## config.mk

```make
export PLATFORM = sky130hd
export DESIGN_NAME = iocell_top
export DESIGN_NICKNAME = d
export VERILOG_FILES = /design/src/rtl/iocell_pkg.sv /design/src/rtl/iocell_rst_sync.sv /design/src/rtl/iocell_store.sv /design/src/rtl/iocell_top.sv
export SDC_FILE = /design/constraint.sdc
export NUM_CORES = 1
export LEC_CHECK = 0
export ABC_CLOCK_PERIOD_IN_PS = 1100
export CORE_MARGIN = 4
export CORE_UTILIZATION = 35
export CTS_CLUSTER_SIZE = 8
export DETAILED_ROUTE_END_ITERATION = 8
export PLACE_DENSITY = 0.83
export SYNTH_ARGS = -nofsm -noshare
export SYNTH_HDL_FRONTEND = slang
export SYNTH_SLANG_ARGS = --single-unit
```

## constraint.sdc

```tcl
create_clock -name clk -period 1.1 [get_ports clk]
set_input_delay 0.11 -clock clk [delete_from_list [all_inputs] [get_ports clk]]
set_output_delay 0.11 -clock clk [all_outputs]
set_load 0.005 [all_outputs]
```

## src/rtl/iocell_pkg.sv

```systemverilog
package iocell_pkg;

  typedef enum logic [1:0] {
    SR_SYNC_SET  = 2'd0,
    SR_SYNC_CLR  = 2'd1,
    SR_ASYNC_SET = 2'd2,
    SR_ASYNC_CLR = 2'd3
  } sr_mode_e;

  typedef enum logic {
    ST_FLOP  = 1'b0,
    ST_LATCH = 1'b1
  } st_mode_e;

endpackage

```

## src/rtl/iocell_rst_sync.sv

```systemverilog
module iocell_rst_sync #(
  parameter int STAGES = 2
) (
  input  logic clk,
  input  logic rst_n_in,
  output logic rst_n_out
);

  logic [STAGES-1:0] chain_q;
  logic [STAGES-1:0] chain_d;

  always_comb begin
    chain_d = {chain_q[STAGES-2:0], 1'b1};
  end

  always_ff @(posedge clk or negedge rst_n_in) begin
    if (!rst_n_in) chain_q <= '0;
    else           chain_q <= chain_d;
  end

  assign rst_n_out = chain_q[STAGES-1];

endmodule

```

## src/rtl/iocell_store.sv

```systemverilog
module iocell_store
  import iocell_pkg::*;
#(
  parameter int       W       = 4,
  parameter sr_mode_e SR_MODE = SR_SYNC_CLR,
  parameter st_mode_e ST_MODE = ST_FLOP
) (
  input  logic         clk,
  input  logic         rst_n,
  input  logic         sr,
  input  logic         ce,
  input  logic [W-1:0] d,
  output logic [W-1:0] q
);

  localparam bit IS_ASYNC = (SR_MODE == SR_ASYNC_SET) || (SR_MODE == SR_ASYNC_CLR);
  localparam bit IS_SET   = (SR_MODE == SR_SYNC_SET)  || (SR_MODE == SR_ASYNC_SET);
  localparam logic [W-1:0] FORCE_VAL = IS_SET ? {W{1'b1}} : {W{1'b0}};

  logic         sync_hit;
  logic         load;
  logic [W-1:0] din;
  logic [W-1:0] q_r;

  // next-state selection: synchronous set/reset outranks the enable
  always_comb begin
    sync_hit = !IS_ASYNC && sr;
    load     = sync_hit || ce;
    din      = sync_hit ? FORCE_VAL : d;
  end

  generate
    if (ST_MODE == ST_LATCH) begin : g_latch
      always_latch begin
        if (!rst_n)              q_r = '0;
        else if (IS_ASYNC && sr) q_r = FORCE_VAL;
        else if (clk && load)    q_r = din;
      end
    end else if (IS_ASYNC) begin : g_flop_async
      always_ff @(posedge clk or negedge rst_n or posedge sr) begin
        if (!rst_n)    q_r <= '0;
        else if (sr)   q_r <= FORCE_VAL;
        else if (load) q_r <= din;
      end
    end else begin : g_flop_sync
      always_ff @(posedge clk or negedge rst_n) begin
        if (!rst_n)    q_r <= '0;
        else if (load) q_r <= din;
      end
    end
  endgenerate

  assign q = q_r;

  generate
    if (IS_ASYNC) begin : g_chk_async
      p_async_force_r5: assert property (@(posedge clk) disable iff (!rst_n)
        (rst_n && sr) |-> (q == FORCE_VAL));
    end
    if (!IS_ASYNC && ST_MODE == ST_FLOP) begin : g_chk_sync_flop
      p_sync_edge_r6: assert property (@(posedge clk) disable iff (!rst_n)
        (rst_n && sr) |=> (q == FORCE_VAL));
      p_hold_r4: assert property (@(posedge clk) disable iff (!rst_n)
        (rst_n && !sr && !ce) |=> $stable(q));
      p_capture_r2: assert property (@(posedge clk) disable iff (!rst_n)
        (rst_n && !sr && ce) |=> (q == $past(d)));
    end
  endgenerate

endmodule

```

## src/rtl/iocell_top.sv

```systemverilog
module iocell_top
  import iocell_pkg::*;
#(
  parameter int       W        = 4,
  parameter sr_mode_e IN_SR    = SR_SYNC_CLR,
  parameter st_mode_e IN_ST    = ST_FLOP,
  parameter sr_mode_e OUT_SR   = SR_SYNC_CLR,
  parameter st_mode_e OUT_ST   = ST_FLOP,
  parameter sr_mode_e OE_SR    = SR_SYNC_CLR,
  parameter st_mode_e OE_ST    = ST_FLOP,
  parameter bit       INV_CLK  = 1'b0,
  parameter bit       INV_SR   = 1'b0,
  parameter bit       INV_ICE  = 1'b0,
  parameter bit       INV_OCE  = 1'b0,
  parameter bit       INV_TCE  = 1'b0,
  parameter bit       INV_IN   = 1'b0,
  parameter bit       INV_OUT  = 1'b0,
  parameter bit       INV_OE   = 1'b0
) (
  input  logic         clk,
  input  logic         rst_n,
  input  logic         sr,
  input  logic         in_ce,
  input  logic         out_ce,
  input  logic         oe_ce,
  input  logic [W-1:0] pad_in,
  input  logic [W-1:0] core_out,
  input  logic [W-1:0] core_oe,
  output logic [W-1:0] in_q,
  output logic [W-1:0] in_direct,
  output logic [W-1:0] pad_out,
  output logic [W-1:0] pad_oe
);

  localparam logic [W-1:0] IN_MASK  = {W{INV_IN}};
  localparam logic [W-1:0] OUT_MASK = {W{INV_OUT}};
  localparam logic [W-1:0] OE_MASK  = {W{INV_OE}};

  logic         clk_eff;
  logic         sr_eff;
  logic         ice_eff;
  logic         oce_eff;
  logic         tce_eff;
  logic         rst_n_sync;
  logic [W-1:0] in_bits;
  logic [W-1:0] out_bank;
  logic [W-1:0] oe_bank;

  // polarity selection on every control and on both data paths
  assign clk_eff = clk    ^ INV_CLK;
  assign sr_eff  = sr     ^ INV_SR;
  assign ice_eff = in_ce  ^ INV_ICE;
  assign oce_eff = out_ce ^ INV_OCE;
  assign tce_eff = oe_ce  ^ INV_TCE;
  assign in_bits = pad_in ^ IN_MASK;

  iocell_rst_sync #(.STAGES(2)) u_rst (
    .clk       (clk_eff),
    .rst_n_in  (rst_n),
    .rst_n_out (rst_n_sync)
  );

  iocell_store #(.W(W), .SR_MODE(IN_SR), .ST_MODE(IN_ST)) u_in_bank (
    .clk (clk_eff), .rst_n (rst_n_sync), .sr (sr_eff), .ce (ice_eff),
    .d   (in_bits), .q (in_q)
  );

  iocell_store #(.W(W), .SR_MODE(OUT_SR), .ST_MODE(OUT_ST)) u_out_bank (
    .clk (clk_eff), .rst_n (rst_n_sync), .sr (sr_eff), .ce (oce_eff),
    .d   (core_out), .q (out_bank)
  );

  iocell_store #(.W(W), .SR_MODE(OE_SR), .ST_MODE(OE_ST)) u_oe_bank (
    .clk (clk_eff), .rst_n (rst_n_sync), .sr (sr_eff), .ce (tce_eff),
    .d   (core_oe), .q (oe_bank)
  );

  assign in_direct = in_bits;
  assign pad_oe    = oe_bank ^ OE_MASK;
  assign pad_out   = pad_oe & (out_bank ^ OUT_MASK);

  p_reset_state_r1: assert property (@(posedge clk_eff)
    (!rst_n_sync) |-> (in_q == '0 && pad_oe == OE_MASK));

endmodule

```

==> results of run 1 <==
==> sequential cells by signal, indices dropped and copies added (netlist names) <==
| register | cells |
|---|---|
| u_in_bank.q | 4 |
| u_oe_bank.q | 4 |
| u_out_bank.q | 4 |
| u_rst.chain_q | 2 |
==> per-layer routing <==
layer,routed length [um],vias to the layer above
met5,0,-
met4,0,0
met3,93,0
met2,806,14
met1,590,234
li1,-,233
==> where the power goes <==
group / leakage [uW] / total [uW] / switching [uW] / internal (uW)
clock: 0.0000210 / 363 / 162 / 201
combinational: 0.000335 / 211 / 66.7 / 144
sequential: 0.000183 / 566 / 23.6 / 543
==> stage by stage <==
step / power [uW] / TNS (ps) / setup WS, ps / cell area (um^2)
2_1_floorplan: 648.1 / 0 / 443.8 / 613.1
3_3_place_gp: 755.6 / -379.8 / -96.65 / 902.1
3_5_place_dp: 761.6 / -511.1 / -109.9 / 902.1
4_1_cts: 1159 / -259.7 / -74.48 / 1025
5_1_grt: 1195 / -284.0 / -75.41 / 1035
6_report: 1140 / -126.5 / -35.72 / 1035
==> cell usage in the layout, fill, tap and decap left out, types with 3 or more instances in the layout <==
cell type and instances:
buf_4 4, clkdlybuf4s50_1 17, and2_4 4, dlygate4sd2_1 9, nor2_1 12, mux2i_1 12
dfrtp_1 14, buf_6 12, clkbuf_4 3
==> area by class of cell <==
type | instances | area (um^2) | area share (%)
repair buffers | 43 | 424.2 | 40.99
flip-flops and latches | 14 | 350.3 | 33.86
multi-input cells | 29 | 203.9 | 19.71
clock buffers | 4 | 36.28 | 3.507
well taps | 16 | 20.02 | 1.935
==> worst max-delay path: stages (launching register included) <==
cell     delay [ps]
dfrtp_1         400
buf_6           120
and2_4          120
buf_6           110
==> timing repair <==
action	4_1_cts	5_1_grt
setup buffers	10	2
gates cloned	0	0
hold buffers	1	0
endpoints found under the setup margin	16	5
gates resized for setup	53	1
hold endpoints to repair	2	0
pin swaps	1	3
==> worst paths after layout <==
path,slack [ps],startpoint,depth (start not counted),endpoint
worst min-delay path,200,u_rst.chain_q[1],0,u_out_bank.q[3]
min in group clk,370,u_rst.chain_q[0],0,u_rst.chain_q[1]
worst max-delay path,-40,u_oe_bank.q[0],3,pad_out[0]
max in group asynchronous,460,rst_n,2,u_rst.chain_q[1]
worst min register to register,200,u_rst.chain_q[1],0,u_out_bank.q[3]
worst max register to register,260,u_oe_bank.q[2],3,u_oe_bank.q[2]
==> cells by family after synthesis <==
| kind of cell | Yosys count |
|---|---|
| mux | 12 |
| buf+inv | 8 |
| flops | 14 |
| simple gates | 16 |
| other cells | 1 |
==> summary.json, run 1 <==
{
  "cts_num_sinks": {"value": 14},
  "final_cells": {"value": 106},
  "routed-via-count": {"value": 481},
  "finalCritPeriodShare": {"value": 103.2, "unit": "%"},
  "number_of_enable_type_register_cells_in_the_synthesized_netlist": {"value": 0},
  "achievable-frequency": {"value": 880.5, "unit": "MHz"},
  "rows": {"value": 14},
  "dpl.cell_count": {"value": 93},
  "synth.yosys.warnings": {"value": 0},
  "rsz_0062_raised_after_global_routing": {"value": "yes"},
  "synthesis.instances": {"value": 51},
  "yosysTopAreaCell": {"value": "dfrtp_1"},
  "fin_worst_hold_slack": {"value": 202.6, "unit": "ps"},
  "report.final.setup_viol": {"value": 4},
  "first_pass_iters": {"value": 2},
  "maximum_number_of_pins_on_one_net_before_global_route_repair": {"value": 13},
  "antenna_violating_nets_post_route": {"value": 0},
  "layout.nets": {"value": 109},
  "insertedDiodeCount": {"value": 0},
  "wl_per_cell": {"value": 14.05, "unit": "um"},
  "cts-root-buf": {"value": "clkbuf_4"},
  "synth_top_flop_cell": {"value": "dfrtp_1"},
  "violated_checks": {"value": "negative setup slack"},
  "final.setup_skew": {"value": 0.7352, "unit": "ps"},
  "run_status": {"value": "complete, but fails checks"},
  "globalRoute.busiestLayer": {"value": "met2"},
  "post_synth_main_area_contributors": {"value": "dfrtp_1 (57%), mux2i_1 (20%), nor2_1 (7.3%)"},
  "cts_htree_levels": {"value": 1},
  "synth_top_family_by_area": {"value": "multiplexers"},
  "yosysSeqAreaShare": {"value": 57.14, "unit": "%"},
  "power_density": {"value": 1102, "unit": "nW/um^2"},
  "netlist_area": {"value": 613.1, "unit": "um^2"},
  "num_io_pins": {"value": 34},
  "muxShareOfSynthArea": {"value": 19.59, "unit": "%"},
  "tritoncts.num_buffers": {"value": 3},
  "synthMostInstantiatedCell": {"value": "dfrtp_1"},
  "critPathLaunchType": {"value": "register"},
  "grt_remaining_overflow": {"value": 0},
  "synth_compound_gate_area_share": {"value": 0, "unit": "%"},
  "global_route_track_usage_on_met2": {"value": 23.57, "unit": "%"},
  "fillCellCount": {"value": 120},
  "track_usage": {"value": 13.15, "unit": "%"},
  "worst_ir_drop_vdd": {"value": 0.9717, "unit": "mV"},
  "post_drt_via_cell_ratio": {"value": 4.538},
  "routed_wl": {"value": 1.489, "unit": "mm"},
  "worst_setup_path_type": {"value": "register to output port"},
  "drt_drc": {"value": 0},
  "worst_setup_hold_path_clk_slew": {"value": 80, "unit": "ps"},
  "dieWidth": {"value": 49.86, "unit": "um"},
  "syn-num-nets": {"value": 69},
  "timing.critical_path.to_type": {"value": "output port"},
  "final_core_utilization": {"value": 65.63, "unit": "%"},
  "cp_data_arrival_time": {"value": 1030, "unit": "ps"},
  "synth-xor-area-share": {"value": 0, "unit": "%"},
  "post_route_cells_drive_above_1_share": {"value": 26.67, "unit": "%"},
  "first_global_vias": {"value": 525},
  "synth.ff_latch_count": {"value": 14},
  "postLayoutSetupSlackWorst": {"value": -35.72, "unit": "ps"},
  "required_worst_endpoint": {"value": 990, "unit": "ps"},
  "synth_top_cell_area_share": {"value": 57.14, "unit": "%"},
  "antenna_found_initial": {"value": 0},
  "static_power_due_to_leakage": {"value": 0.0005389, "unit": "uW"},
  "place.detailed.hpwl": {"value": 1.099, "unit": "mm"},
  "cts_tree": {"value": "done"},
  "drtIter0Drc": {"value": 1},
  "synth.distinct_cells": {"value": 8},
  "placeableCoreArea": {"value": 1577, "unit": "um^2"},
  "groute.layer.met3.usage": {"value": 6.928, "unit": "%"},
  "maxCapViolations": {"value": 0},
  "grt_first_pass_wirelength": {"value": 2.415, "unit": "mm"},
  "dieArea": {"value": 2486, "unit": "um^2"},
  "clock_latency_late_sink": {"value": 270, "unit": "ps"},
  "clockBufferDepth": {"value": 2},
  "timing.final.max_slew_violations": {"value": 0},
  "period_minus_ws_final": {"value": 1136, "unit": "ps"},
  "post_synthesis_area_per_instance": {"value": 12.02, "unit": "um^2"},
  "hold_viol": {"value": 0},
  "hp-class": {"value": "register to async pin"},
  "cp_max_fo": {"value": 2},
  "layout-area-overhead-vs-synth": {"value": 68.78, "unit": "%"},
  "initial_utilization": {"value": 38.89, "unit": "%"},
  "synth-adder-area-share": {"value": 0, "unit": "%"},
  "synth-simple-area-share": {"value": 11.43, "unit": "%"},
  "grt_use_met1": {"value": 13.42, "unit": "%"},
  "io_buffer_count": {"value": 33},
  "synth-async-reset-ratio": {"value": 100.0, "unit": "%"},
  "gp_congestion": {"value": 0.6294},
  "floorplan.die.height": {"value": 49.86, "unit": "um"},
  "top_cells_by_instance_count_after_synthesis": {"value": "dfrtp_1 (14), mux2i_1 (12), nor2_1 (12)"}
}
No activity file was read; power rests on OpenSTA's default activity.
==> inputs of run 2 (changes only) <==
--- a/config.mk
+++ b/config.mk
@@ -5,7 +5,7 @@
 export SDC_FILE = /design/constraint.sdc
 export NUM_CORES = 1
 export LEC_CHECK = 0
-export ABC_CLOCK_PERIOD_IN_PS = 1100
+export ABC_CLOCK_PERIOD_IN_PS = 1200
 export CORE_MARGIN = 4
 export CORE_UTILIZATION = 35
 export CTS_CLUSTER_SIZE = 8
==> constraint.sdc (replaced) <==
create_clock -name clk -period 1.2 [get_ports clk]
set_input_delay 0.12 -clock clk [delete_from_list [all_inputs] [get_ports clk]]
set_output_delay 0.12 -clock clk [all_outputs]
set_load 0.005 [all_outputs]
==> run 2 against run 1 <==
Compared with the run above: the run now ends clean; wire length rose by 8.2%; setup slack improved by 65 ps; final cell count did not move; first-iteration DRC count fell by 100%; via count rose by 2.9%; largest power group unchanged; critical path type unchanged; non-clock buffer count did not move; highest routed layer unchanged; sequential cell count did not move; combinational power fell by 12%.
==> summary.json, run 2 (synthesis gave the netlist of run 1 again) <==
{
  "timing.critical_path.slowest_stage_cell": {"value": "dfrtp_1"},
  "io_buffer_count": {"value": 33},
  "grt_remaining_overflow": {"value": 0},
  "cts-root-buf": {"value": "clkbuf_4"},
  "tritoncts.num_buffers": {"value": 3},
  "dieArea": {"value": 2486, "unit": "um^2"},
  "layout.nets": {"value": 109},
  "cp_data_arrival_time": {"value": 1050, "unit": "ps"},
  "track_usage": {"value": 13.92, "unit": "%"},
  "grt_first_pass_wirelength": {"value": 2.504, "unit": "mm"},
  "cts_tree": {"value": "done"},
  "gp_congestion": {"value": 0.6294},
  "run_status": {"value": "complete, no violations"},
  "critPathLaunchType": {"value": "register"},
  "clock_latency_late_sink": {"value": 270, "unit": "ps"},
  "worst_ir_drop_vdd": {"value": 0.8899, "unit": "mV"},
  "cts_num_sinks": {"value": 14},
  "insertedDiodeCount": {"value": 0},
  "timing.final.max_slew_violations": {"value": 0},
  "static_power_due_to_leakage": {"value": 0.0005309, "unit": "uW"},
  "drtIter0Drc": {"value": 0},
  "layout.cells.most_common": {"value": "clkdlybuf4s50_1"},
  "floorplan.die.height": {"value": 49.86, "unit": "um"},
  "drt_drc": {"value": 0},
  "maximum_number_of_pins_on_one_net_before_global_route_repair": {"value": 13},
  "power_density": {"value": 1025, "unit": "nW/um^2"},
  "postLayoutSetupSlackWorst": {"value": 29.68, "unit": "ps"},
  "maxCapViolations": {"value": 0},
  "totalNegativeSetupSlack": {"value": 0, "unit": "ps"},
  "dpl_worst_slack": {"value": -29.90, "unit": "ps"},
  "final.setup_skew": {"value": 0.1785, "unit": "ps"},
  "clockBufferDepth": {"value": 2},
  "routed-via-count": {"value": 495},
  "crit_path_largest_cell_delay": {"value": 410, "unit": "ps"},
  "crit_path_cell_trace": {"value": "buf_6 -> and2_4 -> buf_6"},
  "routed_wl": {"value": 1.611, "unit": "mm"},
  "fin_worst_hold_slack": {"value": 208.5, "unit": "ps"},
  "achievable-frequency": {"value": 854.5, "unit": "MHz"},
  "layout-area-overhead-vs-synth": {"value": 65.31, "unit": "%"},
  "final_core_utilization": {"value": 64.29, "unit": "%"},
  "hold_viol": {"value": 0},
  "required_worst_endpoint": {"value": 1080, "unit": "ps"},
  "mostFrequentLayoutCells": {"value": "clkdlybuf4s50_1 (17), dfrtp_1 (14), mux2i_1 (12), nor2_1 (12), dlygate4sd2_1 (9)"},
  "antenna_found_initial": {"value": 0},
  "rsz_0062_raised_after_global_routing": {"value": "yes"},
  "worst_setup_hold_path_clk_slew": {"value": 80, "unit": "ps"},
  "antenna_violating_nets_post_route": {"value": 0},
  "report.final.setup_viol": {"value": 0},
  "finalCritPeriodShare": {"value": 97.53, "unit": "%"},
  "worst_setup_path_type": {"value": "register to output port"},
  "post_drt_via_cell_ratio": {"value": 4.670},
  "placeableCoreArea": {"value": 1577, "unit": "um^2"},
  "path_delay_family": {"value": "flip-flops"},
  "place.detailed.hpwl": {"value": 1.099, "unit": "mm"},
  "first_global_vias": {"value": 531},
  "fillCellCount": {"value": 116},
  "wl_per_cell": {"value": 15.20, "unit": "um"},
  "tightest_pin_transition": {"value": 503.0, "unit": "ps"},
  "period_minus_ws_final": {"value": 1170, "unit": "ps"},
  "hp-class": {"value": "register to async pin"},
  "first_pass_iters": {"value": 1},
  "critical-path-top-cell-by-count": {"value": "buf_6"},
  "slew-limit-headroom": {"value": 66.47, "unit": "%"},
  "num_io_pins": {"value": 34},
  "dieWidth": {"value": 49.86, "unit": "um"},
  "cp_max_fo": {"value": 2},
  "cts_htree_levels": {"value": 1},
  "rows": {"value": 14},
  "timing.critical_path.to_type": {"value": "output port"},
  "initial_utilization": {"value": 38.89, "unit": "%"},
  "timing.critical_path.buf_inv": {"value": 2},
  "post_route_cells_drive_above_1_share": {"value": 23.33, "unit": "%"}
}
run 2: changes by cell type in the layout (fill, tap and decap cells not counted), sizes merged:
| cell | change |
|---|---|
| buf | -3 |
| clkbuf | +1 |
| clkdlybuf4s15 | +2 |
run 2: routing by layer:
layer  vias to the layer above  track usage [%]  share of wire (%)
met5                         -                0                  0
met4                         0            2.765                  0
met3                         0            6.928                5.8
met2                        14            26.87                 57
met1                       245            12.88                 37
li1                        236                -                  -
run 2: power breakdown:
part | leakage [uW] | internal [uW] | switching (uW)
combinational | 0.000327 | 125 | 60.8
sequential | 0.000183 | 497 | 23.2
clock | 0.0000210 | 185 | 148
total | 0.000531 | 807 | 232
run 2: through the flow:
| step | cells | power, uW | instance area, um^2 |
|---|---|---|---|
| 3_3_place_gp | 93 | 692.6 | 902.1 |
| 2_1_floorplan | 51 | 594.1 | 613.1 |
| 6_report | 106 | 1039 | 1013 |
| 3_5_place_dp | 93 | 698.2 | 902.1 |
| 4_1_cts | 105 | 1043 | 970.9 |
| 5_1_grt | 106 | 1089 | 1013 |
run 2: path summary, 6_finish.rpt:
check,slack [ps],depth (start not counted),startpoint,endpoint
min in group clk,370,0,u_rst.chain_q[0],u_rst.chain_q[1]
min,210,0,u_rst.chain_q[1],u_out_bank.q[3]
min reg2reg,210,0,u_rst.chain_q[1],u_out_bank.q[3]
max in group asynchronous,550,2,rst_n,u_rst.chain_q[1]
max reg2reg,250,4,u_oe_bank.q[1],u_oe_bank.q[1]
max,30,3,u_oe_bank.q[2],pad_out[2]
run 2: layout make-up:
cell class | count | area, um^2 | area share (%)
Sequential cell | 14 | 350.3 | 34.57
Timing Repair Buffer | 43 | 405.4 | 40.00
Multi-Input combinational cell | 29 | 201.4 | 19.88
Tap cell | 16 | 20.02 | 1.975
Clock buffer | 4 | 36.28 | 3.580
run 2: repair_timing:
| action | CTS | global route |
|---|---|---|
| hold endpoints to repair | 2 | 0 |
| hold buffers | 1 | 0 |
| pin swaps | 0 | 3 |
| resized for setup | 30 | 12 |
| setup buffers | 7 | 1 |
| setup endpoints to repair | 16 | 6 |
==> inputs of run 3 (changes only) <==
--- a/config.mk
+++ b/config.mk
@@ -7,10 +7,10 @@
 export LEC_CHECK = 0
 export ABC_CLOCK_PERIOD_IN_PS = 1200
 export CORE_MARGIN = 4
-export CORE_UTILIZATION = 35
+export CORE_UTILIZATION = 36
 export CTS_CLUSTER_SIZE = 8
 export DETAILED_ROUTE_END_ITERATION = 8
-export PLACE_DENSITY = 0.83
+export PLACE_DENSITY = 0.85
 export SYNTH_ARGS = -nofsm -noshare
 export SYNTH_HDL_FRONTEND = slang
 export SYNTH_SLANG_ARGS = --single-unit
==> run 3 against run 2 <==
Compared with the run above: global-route usage fell by 0.47 points; critical endpoint unchanged; critical path depth fell by 1; design area fell by 8.8%; core utilization fell by 5.0 points; register-to-register slack improved by 110 ps; sequential cell count did not move; maximum frequency rose by 1.8%; worst hold slack got worse by 17 ps; clock power barely moved; non-clock buffer count fell by 8; clock-buffer cell count did not move.
==> summary.json, run 3 (synthesis gave the netlist of run 1 again) <==
{
  "run_status": {"value": "complete, no violations"},
  "tritoncts.num_buffers": {"value": 3},
  "track_usage": {"value": 13.45, "unit": "%"},
  "routed_wl": {"value": 1.442, "unit": "mm"},
  "required_worst_endpoint": {"value": 1080, "unit": "ps"},
  "worst_r2r_path_depth": {"value": 3},
  "io_buffer_count": {"value": 33},
  "worst_setup_hold_path_clk_slew": {"value": 80, "unit": "ps"},
  "dieArea": {"value": 2427, "unit": "um^2"},
  "timing.critical_path.to_type": {"value": "output port"},
  "timing.final.max_slew_violations": {"value": 0},
  "first_pass_iters": {"value": 4},
  "clockBufferDepth": {"value": 2},
  "rr_startpoint": {"value": "u_oe_bank.q[0]"},
  "cts-root-buf": {"value": "clkbuf_4"},
  "hp-class": {"value": "register to async pin"},
  "placeableCoreArea": {"value": 1559, "unit": "um^2"},
  "rsz_0062_raised_after_global_routing": {"value": "no"},
  "routed-via-count": {"value": 462},
  "grt_first_pass_wirelength": {"value": 2.456, "unit": "mm"},
  "mostFrequentLayoutCells": {"value": "clkdlybuf4s50_1 (17), dfrtp_1 (14), mux2i_1 (12), nor2_1 (12), dlygate4sd2_1 (11)"},
  "period_minus_ws_final": {"value": 1150, "unit": "ps"},
  "cp_data_arrival_time": {"value": 1030, "unit": "ps"},
  "worst_ir_drop_vdd": {"value": 0.6776, "unit": "mV"},
  "cts_tree": {"value": "done"},
  "static_power_due_to_leakage": {"value": 0.0004818, "unit": "uW"},
  "num_io_pins": {"value": 34},
  "crit_path_cell_trace": {"value": "and2_1 -> clkdlybuf4s15_1"},
  "layout.cells.most_common": {"value": "clkdlybuf4s50_1"},
  "floorplan.die.height": {"value": 49.27, "unit": "um"},
  "crit_path_largest_cell_delay": {"value": 400, "unit": "ps"},
  "cts_htree_levels": {"value": 1},
  "finalPower": {"value": 1003, "unit": "uW"},
  "layout.nets": {"value": 101},
  "worst_setup_path_type": {"value": "register to output port"},
  "gp_congestion": {"value": 0.7175},
  "cp_max_fo": {"value": 3},
  "fin_worst_hold_slack": {"value": 191.4, "unit": "ps"},
  "layout-area-overhead-vs-synth": {"value": 50.82, "unit": "%"},
  "antenna_found_initial": {"value": 0},
  "dieWidth": {"value": 49.27, "unit": "um"},
  "rows": {"value": 14},
  "grt_remaining_overflow": {"value": 0},
  "post_drt_via_cell_ratio": {"value": 4.714},
  "antenna_violating_nets_post_route": {"value": 0},
  "timing.critical_path.slowest_stage_cell": {"value": "dfrtp_1"},
  "drt_drc": {"value": 0},
  "power_density": {"value": 1085, "unit": "nW/um^2"},
  "maxCapViolations": {"value": 0},
  "final.setup_skew": {"value": 1.276, "unit": "ps"},
  "insertedDiodeCount": {"value": 0},
  "cts_num_sinks": {"value": 14},
  "first_global_vias": {"value": 521},
  "post_route_cells_drive_above_1_share": {"value": 8.537, "unit": "%"},
  "fillCellCount": {"value": 148},
  "critPathLaunchType": {"value": "register"},
  "r2r_end": {"value": "u_oe_bank.q[0]"},
  "place.detailed.hpwl": {"value": 1.154, "unit": "mm"},
  "maximum_number_of_pins_on_one_net_before_global_route_repair": {"value": 13},
  "achievable-frequency": {"value": 869.9, "unit": "MHz"},
  "finalCritPeriodShare": {"value": 95.80, "unit": "%"},
  "timing.reg2reg.setup_slack": {"value": 360, "unit": "ps"},
  "final_core_utilization": {"value": 59.31, "unit": "%"},
  "wl_per_cell": {"value": 14.71, "unit": "um"},
  "clock_latency_late_sink": {"value": 270, "unit": "ps"},
  "report.final.setup_viol": {"value": 0},
  "drtIter0Drc": {"value": 5},
  "initial_utilization": {"value": 39.33, "unit": "%"},
  "hold_viol": {"value": 0}
}
[run 3: changes by cell type in the layout (fill, tap and decap cells not counted)]
cell             before  now
clkbuf_2              1    2
buf_2                 1    0
buf_4                 5    1
clkdlybuf4s15_1       2    3
dlygate4sd2_1         9   11
and2_1                1    4
and2_4                3    0
buf_6                 7    0
[run 3: where the power goes]
part / internal (uW) / switching, uW
sequential: 497 / 20.1
combinational: 101 / 55.2
clock: 184 / 146
[run 3: worst max path at each step]
stage,from,to,cells past startpoint
floorplan,u_oe_bank.q[0],pad_out[0],1
detailed placement,pad_in[2],in_direct[2],2
CTS,u_oe_bank.q[0],pad_oe[0],2
finish,u_oe_bank.q[2],pad_out[2],2
global placement,pad_in[3],in_direct[3],2
global route,u_oe_bank.q[2],pad_out[2],2
[run 3: stage by stage]
step | std cells | worst slack (ps) | instance area, um^2 | TNS (ps)
floorplan | 51 | 541.0 | 613.1 | 0
global placement | 92 | -19.37 | 894.6 | -60.92
detailed placement | 92 | -43.86 | 894.6 | -139.9
CTS | 98 | 12.06 | 933.4 | 0
global route | 98 | 2.381 | 924.6 | 0
finish | 98 | 50.45 | 924.6 | 0
[run 3: worst max-delay path: cells and delay by family, from the launching register on]
| kind | cells | cell delay [ps] |
|---|---|---|
| buffers and inverters | 1 | 200 |
| and+or+nand+nor | 1 | 160 |
| DFF | 1 | 400 |
[run 3: final cells by class]
cell class	instances	area [um^2]	area share [%]
clock buffer	4	36.28	3.924
multi-input combinational	29	193.9	20.97
sequential	14	350.3	37.89
tap	16	20.02	2.165
timing repair buffer	35	324.1	35.05
[run 3: repair_timing]
item | in CTS | in global routing
buffers inserted | 1 | 0
hold buffers | 1 | 0
setup endpoints to repair | 16 | 3
endpoints found under the hold margin | 2 | 0
gates resized for setup | 20 | 3
[run 3: per-layer routing]
| metal | up-vias | part of all wire (%) | global-route usage, % | wire (um) |
|---|---|---|---|---|
| met2 | 18 | 52 | 22.77 | 756 |
| li1 | 220 | - | - | - |
| met1 | 222 | 39 | 14.67 | 562 |
| met3 | 2 | 7.6 | 4.587 | 109 |
| met5 | - | 0 | 0 | 0 |
| met4 | 0 | 0.90 | 7.109 | 13 |
